## src/rtl/fpg_pkg.sv

```systemverilog
package fpg_pkg;
  localparam int unsigned FPG_AW_DEFAULT = 32;
  localparam int unsigned FPG_HALF_BYTES = 2;
  localparam int unsigned FPG_FULL_BYTES = 4;
endpackage

```

## src/rtl/fpg_base_reg.sv

```systemverilog
module fpg_base_reg #(
  parameter int unsigned AW = fpg_pkg::FPG_AW_DEFAULT
) (
  input  logic          clk,
  input  logic          rst,
  input  logic          valid_i,
  input  logic          redirect_i,
  input  logic [AW-1:0] pc_i,
  input  logic          comp_i,
  output logic [AW-1:0] base_pc_o,
  output logic          base_comp_o,
  output logic          armed_o
);
  // Base captured only on accepted fetches; redirect without fetch disarms.
  always_ff @(posedge clk) begin
    if (rst) begin
      base_pc_o   <= '0;
      base_comp_o <= 1'b0;
      armed_o     <= 1'b0;
    end else if (valid_i) begin
      base_pc_o   <= pc_i;
      base_comp_o <= comp_i;
      armed_o     <= 1'b1;
    end else if (redirect_i) begin
      armed_o     <= 1'b0;
    end
  end
endmodule

```

## src/rtl/fpg_step_cmp.sv

```systemverilog
module fpg_step_cmp #(
  parameter int unsigned AW         = fpg_pkg::FPG_AW_DEFAULT,
  parameter int unsigned HALF_BYTES = fpg_pkg::FPG_HALF_BYTES,
  parameter int unsigned FULL_BYTES = fpg_pkg::FPG_FULL_BYTES
) (
  input  logic          valid_i,
  input  logic          redirect_i,
  input  logic          armed_i,
  input  logic [AW-1:0] base_pc_i,
  input  logic          base_comp_i,
  input  logic [AW-1:0] pc_i,
  output logic          mismatch_o
);
  localparam logic [AW-1:0] STEP_HALF = AW'(HALF_BYTES);
  localparam logic [AW-1:0] STEP_FULL = AW'(FULL_BYTES);

  logic [AW-1:0] predicted;
  logic          check_en;

  always_comb begin
    predicted  = base_pc_i + (base_comp_i ? STEP_HALF : STEP_FULL);
    check_en   = valid_i & armed_i & ~redirect_i;
    mismatch_o = check_en & (pc_i != predicted);
  end
endmodule

```

## src/rtl/fpg_alert_hold.sv

```systemverilog
module fpg_alert_hold (
  input  logic clk,
  input  logic rst,
  input  logic mismatch_i,
  output logic alert_o
);
  always_ff @(posedge clk) begin
    if (rst) alert_o <= 1'b0;
    else     alert_o <= alert_o | mismatch_i;
  end
endmodule

```

## src/rtl/fetch_pc_guard.sv

```systemverilog
module fetch_pc_guard #(
  parameter int unsigned AW         = fpg_pkg::FPG_AW_DEFAULT,
  parameter int unsigned HALF_BYTES = fpg_pkg::FPG_HALF_BYTES,
  parameter int unsigned FULL_BYTES = fpg_pkg::FPG_FULL_BYTES
) (
  input  logic          clk,
  input  logic          rst,
  input  logic          pc_valid_i,
  input  logic [AW-1:0] pc_i,
  input  logic          compressed_i,
  input  logic          redirect_i,
  output logic          alert_o
);
  logic [AW-1:0] base_pc;
  logic          base_comp;
  logic          armed;
  logic          mismatch;

  fpg_base_reg #(.AW(AW)) u_base (
    .clk         (clk),
    .rst         (rst),
    .valid_i     (pc_valid_i),
    .redirect_i  (redirect_i),
    .pc_i        (pc_i),
    .comp_i      (compressed_i),
    .base_pc_o   (base_pc),
    .base_comp_o (base_comp),
    .armed_o     (armed)
  );

  fpg_step_cmp #(.AW(AW), .HALF_BYTES(HALF_BYTES), .FULL_BYTES(FULL_BYTES)) u_cmp (
    .valid_i     (pc_valid_i),
    .redirect_i  (redirect_i),
    .armed_i     (armed),
    .base_pc_i   (base_pc),
    .base_comp_i (base_comp),
    .pc_i        (pc_i),
    .mismatch_o  (mismatch)
  );

  fpg_alert_hold u_alert (
    .clk        (clk),
    .rst        (rst),
    .mismatch_i (mismatch),
    .alert_o    (alert_o)
  );
endmodule

```

## config.mk

```make
export PLATFORM = sky130hd
export DESIGN_NAME = fetch_pc_guard
export DESIGN_NICKNAME = d
export VERILOG_FILES = /design/src/rtl/fpg_pkg.sv /design/src/rtl/fpg_base_reg.sv /design/src/rtl/fpg_step_cmp.sv /design/src/rtl/fpg_alert_hold.sv /design/src/rtl/fetch_pc_guard.sv
export SDC_FILE = /design/constraint.sdc
export NUM_CORES = 1
export LEC_CHECK = 0
export ABC_AREA = 1
export BUFFER_PORTS_ARGS = -buffer_cell sky130_fd_sc_hd__buf_2
export CORE_UTILIZATION = 42
export CTS_CLUSTER_DIAMETER = 100
export DETAILED_ROUTE_END_ITERATION = 8
export PLACE_DENSITY = 0.66
export SYNTH_ARGS = -nofsm -noshare
export SYNTH_HDL_FRONTEND = slang
export SYNTH_SLANG_ARGS = --single-unit
```

## constraint.sdc

```tcl
create_clock -name clk -period 3.1 [get_ports clk]
set_input_delay 0.62 -clock clk [delete_from_list [all_inputs] [get_ports clk]]
set_output_delay 0.62 -clock clk [all_outputs]
set_load 0.05 [all_outputs]
```

==> qor.yml <==
rrSetupSlack_ns: 0.61
pwr-share-clk_pct: 34.7
syn_to_final_growth_pct: 13.5
via_count: 2701
remaining_drc_errors: 0
num_rows: 28
critPathArrivalTime_ns: 2.64
globalplace.congestion: 0.860
synth.yosys.seq_area_share_pct: 26.6
power_switching_w: 0.000327
maxSlewViolCount: 0
grt_use_total_pct: 22.3
first_pass_iters: 7
post-cts-setup-buffers: 0
finalInstanceArea_sq_um: 2990
wl_per_cell_microns: 12.0
path_class: "register to register"
coreArea_sq_um: 5990
dp_hpwl_mm: 5.08
diodes: 0
root_buffer: "clkbuf_8"
fin_skew_ns: 0.00274
critical_path_required_ns: 3.25
ys_warn_count: 0
dpl_cell_area_sq_um: 2890
yosysUniqueCellTypes: 27
syn_inst: 435
synth_area_sq_um: 2640
sequentialPowerShare_pct: 46.4
peakVddDrop_mv: 0.180
insertion_delay_ns: 0.28
cts_made_buffers: 5
ctsResizeCount: 0
cts_buffer_depth: 2
fmax_mhz: 401
outcome: "completed"
routed_wl_mm: 6.57
path_max_fanout: 5
max_cap_viol_count: 0
hold_ws_ns: 0.478
min_period_over_period_pct: 80.4
cts.clk_slew.worst_paths_ns: 0.08
final_hold_viol_count: 0
fill_cells: 636
mostFrequentLayoutCells: "nand2_1 (156), nor2_1 (55), inv_1 (42), buf_2 (37), dfxtp_1 (35)"
grt_max_degree: 39
synthesis.nets: 475
grt_antenna_before_repair: 0
grt-ovfl-total: 0
pwr-share-comb_pct: 18.9
syn-mean-instance-area_sq_um: 6.06
die_h_microns: 81.2
crit_path_end_kind: "register"
antenna_left: 0
h-tree-depth: 2
power.internal_w: 0.000769
rsz0062_at_grt: "false"
cts_hold_buf: 0
setup_violations: 0
pin_count: 38
p_leak_nw: 1.31
switching_share_pct: 29.8
setup_tns_ns: 0
cts_sinks: 35
slew_headroom_pct: 54.1
layout-drive-gt1-share_pct: 14.0
die_x_microns: 81.2
worst_slew_pin_slew_ns: 0.688
min_period_ns: 2.49
drtIter0Drc: 120
final_nets: 510
hold_path.class: "register to register"
port_buffers: 37
power_density_nw_per_um2: 366
power.total_w: 0.00110
final_common_cell: "nand2_1"
viasPerCell: 4.95
worst_setup_path_start_kind: "register"
grt_pass1_wl_mm: 11.3
grt_pass1_vias: 2518
start_util_pct: 44.0
cts_tree: "done"
ys_ff_latch: 35
dieArea_sq_um: 6600
## area by class of cell
type                            instances  area (sq um)  area share (%)
Clock buffer                            7          96.3            3.22
Inverter                               43           161            5.40
Clock inverter                          1          7.51           0.251
Timing Repair Buffer                   39           200            6.69
Sequential cell                        35           701            23.4
Multi-Input combinational cell        346          1730            57.9
Tap cell                               75          93.8            3.14
## final timing paths
| check | cells past startpoint | end | startpoint |
|---|---|---|---|
| worst min-delay path | 2 | u_base.base_pc_o[31] | u_base.base_pc_o[31] |
| worst max-delay path | 15 | u_alert.alert_o | u_base.base_comp_o |
| worst max register to register | 15 | u_alert.alert_o | u_base.base_comp_o |
| worst min register to register | 2 | u_base.base_pc_o[31] | u_base.base_pc_o[31] |
## synthesized netlist by cell type
cell type / number / area [sq um]
a211oi_1: 9 / 67.6
nor2_1: 55 / 206
nand4_1: 8 / 50.1
nand2_2: 5 / 31.3
nand2_1: 156 / 586
nand3_1: 27 / 135
nor2_4: 3 / 33.8
a21oi_1: 25 / 125
nand2_4: 1 / 11.3
nor2_2: 6 / 37.5
or2_2: 1 / 6.26
a21o_1: 1 / 7.51
fa_1: 1 / 20.0
inv_2: 1 / 3.75
nand3b_1: 5 / 37.5
nand3_2: 1 / 10.0
o21bai_1: 4 / 30.0
buf_1: 2 / 7.51
a21oi_2: 1 / 8.76
dfxtp_1: 35 / 701
xor2_1: 19 / 166
ha_1: 2 / 25.0
buf_2: 1 / 5.00
inv_1: 42 / 158
o21ai_0: 1 / 5.00
clkbuf_1: 8 / 30.0
xnor2_1: 15 / 131
## sequential cells by signal, summed over array words and instances (netlist names)
signal / cells
u_alert.alert_o: 1
u_base.armed_o: 1
u_base.base_comp_o: 1
u_base.base_pc_o: 32
## logic make-up after synthesis
kind of cell    after synthesis  synth area share [%]
compound gates               41                  9.25
xor+xnor                     34                  11.3
fa+ha+maj                     3                  1.71
buf+inv                      54                  7.74
flops                        35                  26.6
simple gates                268                  43.4
## metal layers
metal | wire (microns) | global-route usage [%] | vias up
met1 | 3220 | 29.2 | 1209
met4 | 119 | 6.43 | 0
met3 | 189 | 2.92 | 10
li1 | - | - | 1433
met5 | 0 | 0 | -
met2 | 3040 | 37.8 | 49
## power by group through the flow
stage | Sequential [W] | Clock, W | Combinational [W]
after CTS | 0.000508 | 0.000389 | 0.000208
after global placement | 0.000518 | 0 | 0.000205
after global routing | 0.000513 | 0.000412 | 0.000237
after detailed placement | 0.000519 | 0 | 0.000206
after floorplan | 0.000511 | 0 | 0.000146
final | 0.000509 | 0.000380 | 0.000207
## per-stage QoR
stage	utilization (%)	worst slack, ns	cells
5_1_grt	49.9	0.361	546
4_1_cts	49.9	0.608	546
3_5_place_dp	48.2	0.641	538
6_report	49.9	0.606	546
2_1_floorplan	-	0.983	435
3_3_place_gp	48.2	0.685	538
## worst max-delay path, stage by stage (launching register included)
cell,delay (ns)
dfxtp_1,0.39
ha_1,0.18
inv_1,0.05
fa_1,0.45
nor2_4,0.24
nand2_1,0.14
inv_1,0.09
nand3_1,0.07
nand2_1,0.07
nand2_1,0.04
nor2_1,0.12
nand3_1,0.11
nor2_1,0.14
nand4_1,0.12
nand2_1,0.09
a21oi_2,0.05
Note: power is estimated with default switching activity, not from simulation.
